### src/rtl/uart_rx_pkg.sv
package uart_rx_pkg;

    localparam logic [1:0] PM_CHECK = 2'b00;
    localparam logic [1:0] PM_FORCE = 2'b01;
    localparam logic [1:0] PM_NONE  = 2'b10;
    localparam logic [1:0] PM_MULTI = 2'b11;

    typedef struct packed {
        logic brk;
        logic ferr;
        logic perr;
    } rx_flags_t;

    typedef struct packed {
        logic [7:0] data;
        rx_flags_t  flags;
    } rx_char_t;

    typedef enum logic [2:0] {
        FS_IDLE, FS_START, FS_DATA, FS_PAR, FS_STOP, FS_HOLD
    } frame_state_e;

    function automatic logic [3:0] data_bits(input logic [1:0] code);
        return 4'd5 + {2'b00, code};
    endfunction

    function automatic logic extra_flag(input logic [1:0] pm, input logic pt,
                                        input logic [7:0] d, input logic pb);
        case (pm)
            PM_CHECK: return ((^d) ^ pb) != pt;
            PM_FORCE: return pb != pt;
            PM_MULTI: return pb;
            default:  return 1'b0;
        endcase
    endfunction

endpackage

### src/rtl/uart_rx_frame.sv
module uart_rx_frame
    import uart_rx_pkg::*;
#(
    parameter int OS_RATE = 16
) (
    input  logic       clk,
    input  logic       rst,
    input  logic       tick,
    input  logic       rxd,
    input  logic [1:0] cfg_len,
    input  logic [1:0] cfg_pmode,
    input  logic       cfg_ptype,
    output logic       start_ok,
    output logic       char_vld,
    output rx_char_t   char_out
);
    localparam int CW = $clog2(OS_RATE);
    localparam logic [CW-1:0] MID  = CW'(OS_RATE / 2 - 1);
    localparam logic [CW-1:0] LAST = CW'(OS_RATE - 1);

    frame_state_e  state;
    logic [CW-1:0] cnt;
    logic [2:0]    idx;
    logic [7:0]    shreg;
    logic          pbit;
    logic [3:0]    nbits;

    assign nbits = data_bits(cfg_len);

    always_ff @(posedge clk) begin
        if (rst) begin
            state    <= FS_IDLE;
            cnt      <= '0;
            idx      <= '0;
            shreg    <= '0;
            pbit     <= 1'b0;
            start_ok <= 1'b0;
            char_vld <= 1'b0;
            char_out <= '0;
        end else begin
            start_ok <= 1'b0;
            char_vld <= 1'b0;
            if (tick) begin
                case (state)
                    FS_IDLE: begin
                        if (!rxd) begin
                            state <= FS_START;
                            cnt   <= '0;
                        end
                    end
                    FS_START: begin
                        if (cnt == MID) begin
                            cnt <= '0;
                            if (!rxd) begin
                                state    <= FS_DATA;
                                start_ok <= 1'b1;
                                idx      <= '0;
                                shreg    <= '0;
                                pbit     <= 1'b0;
                            end else begin
                                state <= FS_IDLE;
                            end
                        end else begin
                            cnt <= cnt + 1'b1;
                        end
                    end
                    FS_DATA: begin
                        if (cnt == LAST) begin
                            cnt        <= '0;
                            shreg[idx] <= rxd;
                            if ({1'b0, idx} == nbits - 4'd1)
                                state <= (cfg_pmode == PM_NONE) ? FS_STOP : FS_PAR;
                            else
                                idx <= idx + 1'b1;
                        end else begin
                            cnt <= cnt + 1'b1;
                        end
                    end
                    FS_PAR: begin
                        if (cnt == LAST) begin
                            cnt   <= '0;
                            pbit  <= rxd;
                            state <= FS_STOP;
                        end else begin
                            cnt <= cnt + 1'b1;
                        end
                    end
                    FS_STOP: begin
                        if (cnt == LAST) begin
                            cnt                 <= '0;
                            char_vld            <= 1'b1;
                            char_out.data       <= shreg;
                            char_out.flags.ferr <= !rxd;
                            char_out.flags.brk  <= !rxd && (shreg == 8'h00) && !pbit;
                            char_out.flags.perr <= extra_flag(cfg_pmode, cfg_ptype, shreg, pbit);
                            state               <= rxd ? FS_IDLE : FS_HOLD;
                        end else begin
                            cnt <= cnt + 1'b1;
                        end
                    end
                    FS_HOLD: begin
                        if (rxd) state <= FS_IDLE;
                    end
                    default: state <= FS_IDLE;
                endcase
            end
        end
    end
endmodule

### src/rtl/uart_rx_fifo.sv
module uart_rx_fifo
    import uart_rx_pkg::*;
#(
    parameter int DEPTH = 4
) (
    input  logic                       clk,
    input  logic                       rst,
    input  logic                       push,
    input  rx_char_t                   wdata,
    input  logic                       pop,
    output rx_char_t                   rdata,
    output logic [$clog2(DEPTH+1)-1:0] count,
    output logic                       empty,
    output logic                       full
);
    localparam int AW   = $clog2(DEPTH);
    localparam int CNTW = $clog2(DEPTH + 1);
    localparam logic [CNTW-1:0] DEPTH_C = CNTW'(DEPTH);

    rx_char_t        mem [DEPTH];
    logic [AW-1:0]   wptr, rptr;

    assign empty = (count == '0);
    assign full  = (count == DEPTH_C);
    assign rdata = mem[rptr];

    always_ff @(posedge clk) begin
        if (rst) begin
            wptr  <= '0;
            rptr  <= '0;
            count <= '0;
            for (int i = 0; i < DEPTH; i++) mem[i] <= '0;
        end else begin
            if (push) begin
                mem[wptr] <= wdata;
                wptr      <= wptr + 1'b1;
            end
            if (pop) rptr <= rptr + 1'b1;
            case ({push, pop})
                2'b10:   count <= count + 1'b1;
                2'b01:   count <= count - 1'b1;
                default: count <= count;
            endcase
        end
    end
endmodule

### src/rtl/uart_rx_status.sv
module uart_rx_status
    import uart_rx_pkg::*;
(
    input  logic      clk,
    input  logic      rst,
    input  logic      blk_mode,
    input  logic      head_vld,
    input  rx_flags_t head_flags,
    input  logic      clr,
    input  logic      drop,
    output rx_flags_t flags,
    output logic      ovr
);
    rx_flags_t acc;
    rx_flags_t head_now;

    assign head_now = head_vld ? head_flags : '0;
    assign flags    = blk_mode ? (acc | head_now) : head_now;

    always_ff @(posedge clk) begin
        if (rst) begin
            acc <= '0;
            ovr <= 1'b0;
        end else begin
            if (clr)           acc <= '0;
            else if (blk_mode) acc <= acc | head_now;
            if (clr)           ovr <= 1'b0;
            else if (drop)     ovr <= 1'b1;
        end
    end
endmodule

### src/rtl/uart_rx_channel.sv
module uart_rx_channel
    import uart_rx_pkg::*;
#(
    parameter int OS_RATE = 16,
    parameter int DEPTH   = 4
) (
    input  logic       clk,
    input  logic       rst,
    input  logic       tick16,
    input  logic       rxd,
    input  logic [1:0] cfg_len,
    input  logic [1:0] cfg_pmode,
    input  logic       cfg_ptype,
    input  logic       cfg_blk_err,
    input  logic       cfg_rts_en,
    input  logic       cfg_irq_sel,
    input  logic       err_clr,
    input  logic       rd_en,
    output logic [7:0] rd_data,
    output logic       st_rb,
    output logic       st_fe,
    output logic       st_pe,
    output logic       st_ovr,
    output logic       rx_rdy,
    output logic       fifo_full,
    output logic       irq_req,
    output logic       rts_n
);
    localparam int CNTW = $clog2(DEPTH + 1);

    logic            start_ok, char_vld, push, pop, drop, empty, blk_eff;
    rx_char_t        new_char, head;
    rx_flags_t       flags;
    logic [CNTW-1:0] fifo_cnt;

    uart_rx_frame #(.OS_RATE(OS_RATE)) u_frame (
        .clk(clk), .rst(rst), .tick(tick16), .rxd(rxd),
        .cfg_len(cfg_len), .cfg_pmode(cfg_pmode), .cfg_ptype(cfg_ptype),
        .start_ok(start_ok), .char_vld(char_vld), .char_out(new_char)
    );

    assign push = char_vld && !fifo_full;
    assign drop = char_vld && fifo_full;
    assign pop  = rd_en && !empty;

    uart_rx_fifo #(.DEPTH(DEPTH)) u_fifo (
        .clk(clk), .rst(rst), .push(push), .wdata(new_char), .pop(pop),
        .rdata(head), .count(fifo_cnt), .empty(empty), .full(fifo_full)
    );

    assign blk_eff = cfg_blk_err && (cfg_pmode != PM_MULTI);

    uart_rx_status u_status (
        .clk(clk), .rst(rst), .blk_mode(blk_eff), .head_vld(!empty),
        .head_flags(head.flags), .clr(err_clr), .drop(drop),
        .flags(flags), .ovr(st_ovr)
    );

    assign rd_data = head.data;
    assign st_rb   = flags.brk;
    assign st_fe   = flags.ferr;
    assign st_pe   = flags.perr;
    assign rx_rdy  = !empty;
    assign irq_req = cfg_irq_sel ? fifo_full : rx_rdy;

    always_ff @(posedge clk) begin
        if (rst)                        rts_n <= 1'b0;
        else if (!cfg_rts_en)           rts_n <= 1'b0;
        else if (start_ok && fifo_full) rts_n <= 1'b1;
        else if (!fifo_full)            rts_n <= 1'b0;
    end
endmodule

### config.mk
export PLATFORM = sky130hd
export DESIGN_NAME = uart_rx_channel
export DESIGN_NICKNAME = d
export VERILOG_FILES = /design/src/rtl/uart_rx_pkg.sv /design/src/rtl/uart_rx_frame.sv /design/src/rtl/uart_rx_fifo.sv /design/src/rtl/uart_rx_status.sv /design/src/rtl/uart_rx_channel.sv
export SDC_FILE = /design/constraint.sdc
export NUM_CORES = 1
export LEC_CHECK = 0
export BUFFER_PORTS_ARGS = -buffer_cell sky130_fd_sc_hd__buf_4
export CAP_MARGIN = 10
export CORE_MARGIN = 10
export CORE_UTILIZATION = 25
export DETAILED_ROUTE_END_ITERATION = 12
export GPL_TIMING_DRIVEN = 0
export MAX_ROUTING_LAYER = met4
export PLACE_DENSITY = 0.47
export SYNTH_ARGS = -nofsm -noshare
export SYNTH_HDL_FRONTEND = slang
export SYNTH_SLANG_ARGS = --single-unit
### constraint.sdc
create_clock -name clk -period 3.4 [get_ports clk]
set_input_delay 0.34 -clock clk [delete_from_list [all_inputs] [get_ports clk]]
set_output_delay 0.34 -clock clk [all_outputs]
set_load 0.05 [all_outputs]
==> results of run 1 <==
[cell type report]
type	count	area, µm²
fill	1772	11600
sequential	90	2240
multi-input combinational	271	1800
tap	220	275
timing repair buffer	30	229
clock buffer	9	225
buffer	23	151
inverter	27	101
clock inverter	7	65.1
[state kept, by name (all words and copies together), names as in the netlist, 2 cells and up, named ones only]
register / flops
u_frame.idx: 3
u_fifo.count: 3
u_frame.char_out: 11
u_status.acc: 3
u_fifo.rptr: 2
u_fifo.mem: 44
u_frame.state: 3
u_frame.cnt: 4
u_fifo.wptr: 2
u_frame.shreg: 8
[cells by family (layout without fill, tap and decap cells)]
kind of cell / Yosys count / in the layout / synth area share [%]
AND/OR/NAND/NOR: 158 / 158 / 18.1
flip-flops: 90 / 90 / 52.2
AO/OA/AOI/OAI: 79 / 79 / 12.4
buffers and inverters: 50 / 96 / 5.88
XOR/XNOR: 13 / 13 / 2.65
multiplexers: 13 / 13 / 6.23
adder cells (fa/ha/maj): 8 / 8 / 2.50
[synthesized netlist by cell type (6+ instances only)]
master    instances  area [µm²]
nor2_1           47         176
dfxtp_1          46         921
nand2_1          45         169
edfxtp_1         44        1320
inv_1            26        97.6
a21oi_1          23         115
o21ai_0          22         110
and2_1           17         106
clkbuf_1         12        45.0
mux4_2           11         248
nor3_1           11        55.1
buf_6             7        78.8
ha_1              7        87.6
nand2b_1          7        43.8
xnor2_1           7        61.3
a211o_2           6        60.1
nand3_1           6        30.0
xor2_1            6        52.6
[per-layer routing]
layer | GRT usage (%) | vias up
met5 | - | -
met4 | 3.56 | 0
met3 | 2.18 | 10
met2 | 15.6 | 46
met1 | 11.3 | 1480
li1 | - | 1535
[where the power goes]
group	total, µW	internal [µW]	switching, µW
combinational	189	74.1	115
sequential	1180	1160	13.1
clock	985	517	469
total	2350	1760	597
[stage by stage]
| step | instances | hold WS, ns | instance area, µm² |
|---|---|---|---|
| CTS | 677 | 0.166 | 5090 |
| finish | 677 | 0.185 | 5090 |
| global route | 677 | 0.175 | 5090 |
| global placement | 659 | 0.446 | 4780 |
| floorplan | 411 | 0.417 | 4300 |
| detailed placement | 661 | 0.445 | 4800 |
[final timing paths]
kind	from	endpoint	slack [ns]	cells past startpoint
setup / recovery	register	st_fe	0.87	5
hold / removal	err_clr	u_status.ovr	0.18	2
setup reg to reg	u_fifo.count[0]	u_fifo.count[2]	0.96	9
hold reg to reg	u_frame.shreg[6]	u_frame.char_out[9]	0.45	2
[worst max-delay path, stage by stage, from the launching register on]
cell	delay, ns
dfxtp_1	0.34
clkbuf_1	0.55
mux4_2	0.43
and2_1	0.19
a21o_1	0.16
buf_4	0.18
==> out/metrics.csv, run 1 <==
stage,metric,value,unit
cts,cts_resized,0,
synthesis,synth_edf_count,44,
synthesis,syn_inst,411,
power_and_ir_drop,ir_worst_vdd,0.207,mV
cts,clock_sink_count,90,
timing,rsz0062_at_grt,no,
placed_design,io_buffers,28,
final_layout,final_common_cell,nor2_1,
detailed_routing,drc,0,
synthesis,synth_ff_type,dfxtp_1,
grt,antenna_found_initial,0,
detailed_routing,wl_per_cell,14.9,µm
grt,grt_max_degree,19,
final_layout,nNetsFinal,474,
cts,post_cts_buffers,0,
detailed_routing,ant_nets,0,
final_layout,post-route-util,30.5,%
synthesis,yosys_register_bits,90,
cts,cts_buffers,9,
floorplan,core,16700,µm²
cts,tritoncts,done,
grt,grt_first_pass_wirelength,16.6,mm
floorplan,die_area,22800,µm²
flow_run,cap_violations,0,
placed_design,dp_slack,0.999,ns
outcome,status,"complete, no violations",
synthesis,synth_cell_type_count,58,
floorplan,die_x,151,µm
timing,slew_headroom,45.7,%
detailed_routing,top_layer,met4,
timing,setup_viol,0,
setup_path,critical_path_class,reg2out,
timing,tightest_slew,0.807,ns
timing,fmax,395,MHz
timing,setup_slack,0.866,ns
placed_design,place.gp.congestion,0.799,
setup_path,path_max_fanout,10,
grt,track_usage,9.55,%
final_layout,layout-area-overhead-vs-synth,18.5,%
synthesis,synthArstFlopShare,0,%
detailed_routing,dr.pass1.iters,4,
detailed_routing,drt-met1-wl,4.56,mm
setup_path,cp-start-kind,register,
timing,slew_violations,0,
cts,clock_path_buffers,2,
floorplan,start_util,25.7,%
final_layout,final_cell_mix,"nor2_1, dfxtp_1, nand2_1",
detailed_routing,num_vias,3071,
detailed_routing,wl_met3,329,µm
setup_path,crit_arrival,2.19,ns
power_and_ir_drop,p_leak,0.00183,µW
timing,fin_crit,2.53,ns
power_and_ir_drop,power,2350,µW
cts,path_clk_slew,0.07,ns
final_layout,antennaDiodeCount,0,
detailed_routing,via_per_inst,4.54,
timing,tns,0,ns
timing,hold_viol_final,0,
synthesis,synth_area_per_cell,10.5,µm²
cts,cts_root_buf,clkbuf_16,
setup_path,end_kind,output pin,
cts,clock_latency,0.35,ns
power_and_ir_drop,power_density,462,nW/µm²
hold_path,min-delay-path-class,in2reg,
synthesis,ys_seq_area_share,52.2,%
final_layout,layout-drive-gt1-share,19.3,%
synthesis,netlist_area,4300,µm²
floorplan,io_pins,30,
timing,period_share,74.5,%
floorplan,die_h,151,µm
floorplan,rows,47,
detailed_routing,dr_wl_met2,5.01,mm
setup_path,cp.required,3.06,ns
timing,fin_skew,0.00756,ns
cts,cts_hold_buffers,0,
synthesis,yosys_warnings,0,
cts,cts_max_level,3,
synthesis,syn_nets,433,
grt,grt_pass1_vias,3193,
placed_design,place_hpwl,7.34,mm
detailed_routing,drtIter0Drc,263,
detailed_routing,finalWirelength,10.1,mm
grt,grt_overflow,0,
(Power assumes the default switching activity.)
==> run 2: changes to the inputs <==
- ABC_AREA: default -> 1
- PLACE_DENSITY: 0.47 -> 0.48
- clock period: 3.4 -> 2.2 ns (I/O delays scaled with it)
==> out/metrics.csv, run 2 <==
stage,metric,value,unit,change
cts,clock_latency,0.34,ns,about the same
setup_path,cp-start-kind,register,,
setup_path,cp.required,1.98,ns,-1.08 ns
final_layout,final_cells,826,,+22%
cts,tritoncts,done,,
power_and_ir_drop,combPwrFrac,23.8,%,+16 points
final_layout,nNetsFinal,618,,+30%
timing,hold_viol_final,0,,unchanged
cts,clock_path_buffers,2,,unchanged
floorplan,rows,48,,+2.1%
setup_path,max_stage_delay,0.35,ns,-0.20 ns
floorplan,die_h,153,µm,+1.1%
floorplan,io_pins,30,,unchanged
setup_path,crit_arrival,1.80,ns,-0.39 ns
final_layout,top_register,u_fifo.mem,,
floorplan,die_area,23300,µm²,+2.1%
synthesis,yosys.area.top_type,edfxtp_1,,
setup_path,crit_buf_inv,4,,+2
floorplan,core,17300,µm²,+3.6%
timing,tns,0,ns,unchanged
synthesis,yosys_warnings,0,,unchanged
cts,cts_buffers,9,,unchanged
power_and_ir_drop,p_clk_share,33.2,%,-8.7 points
power_and_ir_drop,p_leak,0.00194,µW,+6.5%
setup_path,critical_path.top_delay_family,buffers and inverters,,
final_layout,post-route-util,30.4,%,-0.10 points
power_and_ir_drop,p_switching,1440,µW,+140%
timing,fmax,496,MHz,
synthesis,synth_area_per_cell,7.96,µm²,-24%
synthesis,syn_inst,553,,+35%
power_and_ir_drop,p_int,2930,µW,+67%
final_layout,reg_top3,"u_fifo.mem: 44 flops, u_frame.char_out: 11 flops, u_frame.shreg: 8 flops",,
grt,grt_max_degree,17,,-2
cts,cts_hold_buffers,0,,unchanged
outcome,status,"complete, no violations",,
cts,cts_root_buf,clkbuf_16,,
synthesis,yosysTopAreaCellShare,30.0,%,-0.74 points
synthesis,synth_most_common_cell,nor2_1,,
setup_path,cpMaxStageDelayCell,dfxtp_1,,
final_layout,largest_reg_flops,44,,unchanged
timing,fin_skew,0.00656,ns,-0.00100 ns
timing,rsz0062_at_grt,no,,
flow_run,cap_violations,0,,unchanged
setup_path,cp_cell_sequence,inv_1 > buf_2 > clkbuf_4 > nor2_1 > o22ai_1 > buf_4,,
timing,setup_viol,0,,unchanged
cts,path_clk_slew,0.07,ns,about the same
final_layout,final_cell_mix,"nor2_1, inv_1, nand2_1",,
synthesis,synth_ff_type,dfxtp_1,,
timing,slew_headroom,44.2,%,-1.5 points
synthesis,yosys_register_bits,90,,unchanged
synthesis,netlist_top_cells_area,"edfxtp_1, dfxtp_1, nor2_1",,
detailed_routing,num_vias,3628,,+18%
final_layout,layout-drive-gt1-share,14.3,%,-4.9 points
power_and_ir_drop,power,4370,µW,+86%
placed_design,placedCellCount,810,,+23%
placed_design,io_buffers,29,,+3.6%
synthesis,synthArstFlopShare,0,%,unchanged
grt,grt_overflow,0,,unchanged
detailed_routing,drtIter0Drc,194,,-26%
hold_path,min-delay-path-class,in2reg,,
grt,grt_first_pass_wirelength,17.0,mm,+2.0%
detailed_routing,finalWirelength,10.4,mm,+3.0%
synthesis,ys_seq_area_share,50.9,%,-1.3 points
setup_path,end_kind,output pin,,
synthesis,synth_edf_count,44,,unchanged
placed_design,place.gp.congestion,0.855,,+7.0%
grt,grt_pass1_vias,3388,,+6.1%
timing,fin_crit,2.02,ns,
synthesis,netlist_area,4400,µm²,+2.5%
final_layout,layout-area-overhead-vs-synth,19.3,%,
final_layout,final_common_cell,nor2_1,,
floorplan,start_util,25.5,%,-0.27 points
setup_path,critical_path_class,reg2out,,
detailed_routing,ant_nets,0,,unchanged
grt,track_usage,9.06,%,-0.49 points
power_and_ir_drop,power.share.switching,33.0,%,+7.6 points
power_and_ir_drop,power_density,831,nW/µm²,+80%
final_layout,n_fill_cell,1882,,+6.2%
placed_design,place_hpwl,7.89,mm,+7.5%
floorplan,die_x,153,µm,+1.1%
timing,fin_hold_ws,0.140,ns,-0.0445 ns
cts,cts_max_level,3,,unchanged
final_layout,antennaDiodeCount,0,,unchanged
synthesis,syn_nets,575,,+33%
grt,antenna_found_initial,0,,unchanged
detailed_routing,drc,0,,unchanged
timing,period_share,91.7,%,
detailed_routing,via_per_inst,4.39,,-3.2%
timing,tightest_slew,0.828,ns,+0.0210 ns
detailed_routing,dr.pass1.iters,5,,+1
power_and_ir_drop,power_frac_seq,43.0,%,-7.1 points
timing,slew_violations,0,,unchanged
cts,clock_sink_count,90,,unchanged
detailed_routing,wl_per_cell,12.6,µm,-16%
synthesis,synth_cell_type_count,35,,-40%
setup_path,path_max_fanout,10,,unchanged
power_and_ir_drop,ir_worst_vdd,0.342,mV,+65%
synthesis,synth_common_cells,"nor2_1, inv_1, nand2_1",,
run 2: cell type report:
cell class | count | area [µm²] | share of cell area (%)
clock inverters | 7 | 53.8 | 1.02
plain buffers | 20 | 126 | 2.40
multi-input cells | 359 | 1760 | 33.5
repair buffers | 32 | 251 | 4.78
inverters | 84 | 315 | 6.00
flip-flops and latches | 90 | 2240 | 42.7
clock buffers | 9 | 225 | 4.28
well taps | 225 | 282 | 5.36
run 2: repair_timing:
item | in CTS | in global routing
setup endpoints to repair | 11 | 18
setup buffers | 0 | 0
gates resized for setup | 4 | 13
run 2: routing by layer:
| metal | up-vias | part of all wire, % | global-route usage [%] |
|---|---|---|---|
| li1 | 1888 | - | - |
| met1 | 1667 | 50 | 11.8 |
| met2 | 64 | 45 | 13.4 |
| met3 | 9 | 3.7 | 2.15 |
| met4 | 0 | 1.1 | 3.32 |
| met5 | - | 0 | - |
run 2: final timing paths:
path	slack [ns]	cells past startpoint	end	startpoint
worst max-delay path	0.18	6	rd_data[7]	register
worst min-delay path	0.14	3	rts_n	cfg_rts_en
worst max register to register	0.20	11	u_fifo.count[2]	u_fifo.count[0]
worst min register to register	0.45	2	u_status.ovr	u_status.ovr
run 2: worst min-delay path: stages:
cell      delay, ns
buf_4          0.11
o211ai_1       0.06
nor2_1         0.04
run 2: kinds of logic after synthesis:
| kind of cell | Yosys count | share of synthesized area [%] |
|---|---|---|
| adder cells (fa/ha/maj) | 8 | 2.44 |
| flip-flops | 90 | 50.9 |
| buffers and inverters | 104 | 9.80 |
| XOR/XNOR | 4 | 0.796 |
| AO/OA/AOI/OAI | 106 | 12.9 |
| AND/OR/NAND/NOR | 241 | 23.2 |
run 2: power groups by stage:
stage          Clock, µW  Combinational [µW]  Sequential (µW)
3_5_place_dp           0                1040             1910
6_report            1450                1040             1880
2_1_floorplan          0                 771             1900
4_1_cts             1500                1040             1880
3_3_place_gp           0                1020             1910
5_1_grt             1560                1170             1880
run 2: per-stage QoR:
| step | cell area (µm²) | setup WS (ns) |
|---|---|---|
| 2_1_floorplan | 4410 | 0.0246 |
| 3_3_place_gp | 4910 | -0.710 |
| 3_5_place_dp | 4950 | 0.0245 |
| 4_1_cts | 5230 | 0.00555 |
| 5_1_grt | 5260 | 0.00834 |
| 6_report | 5260 | 0.183 |
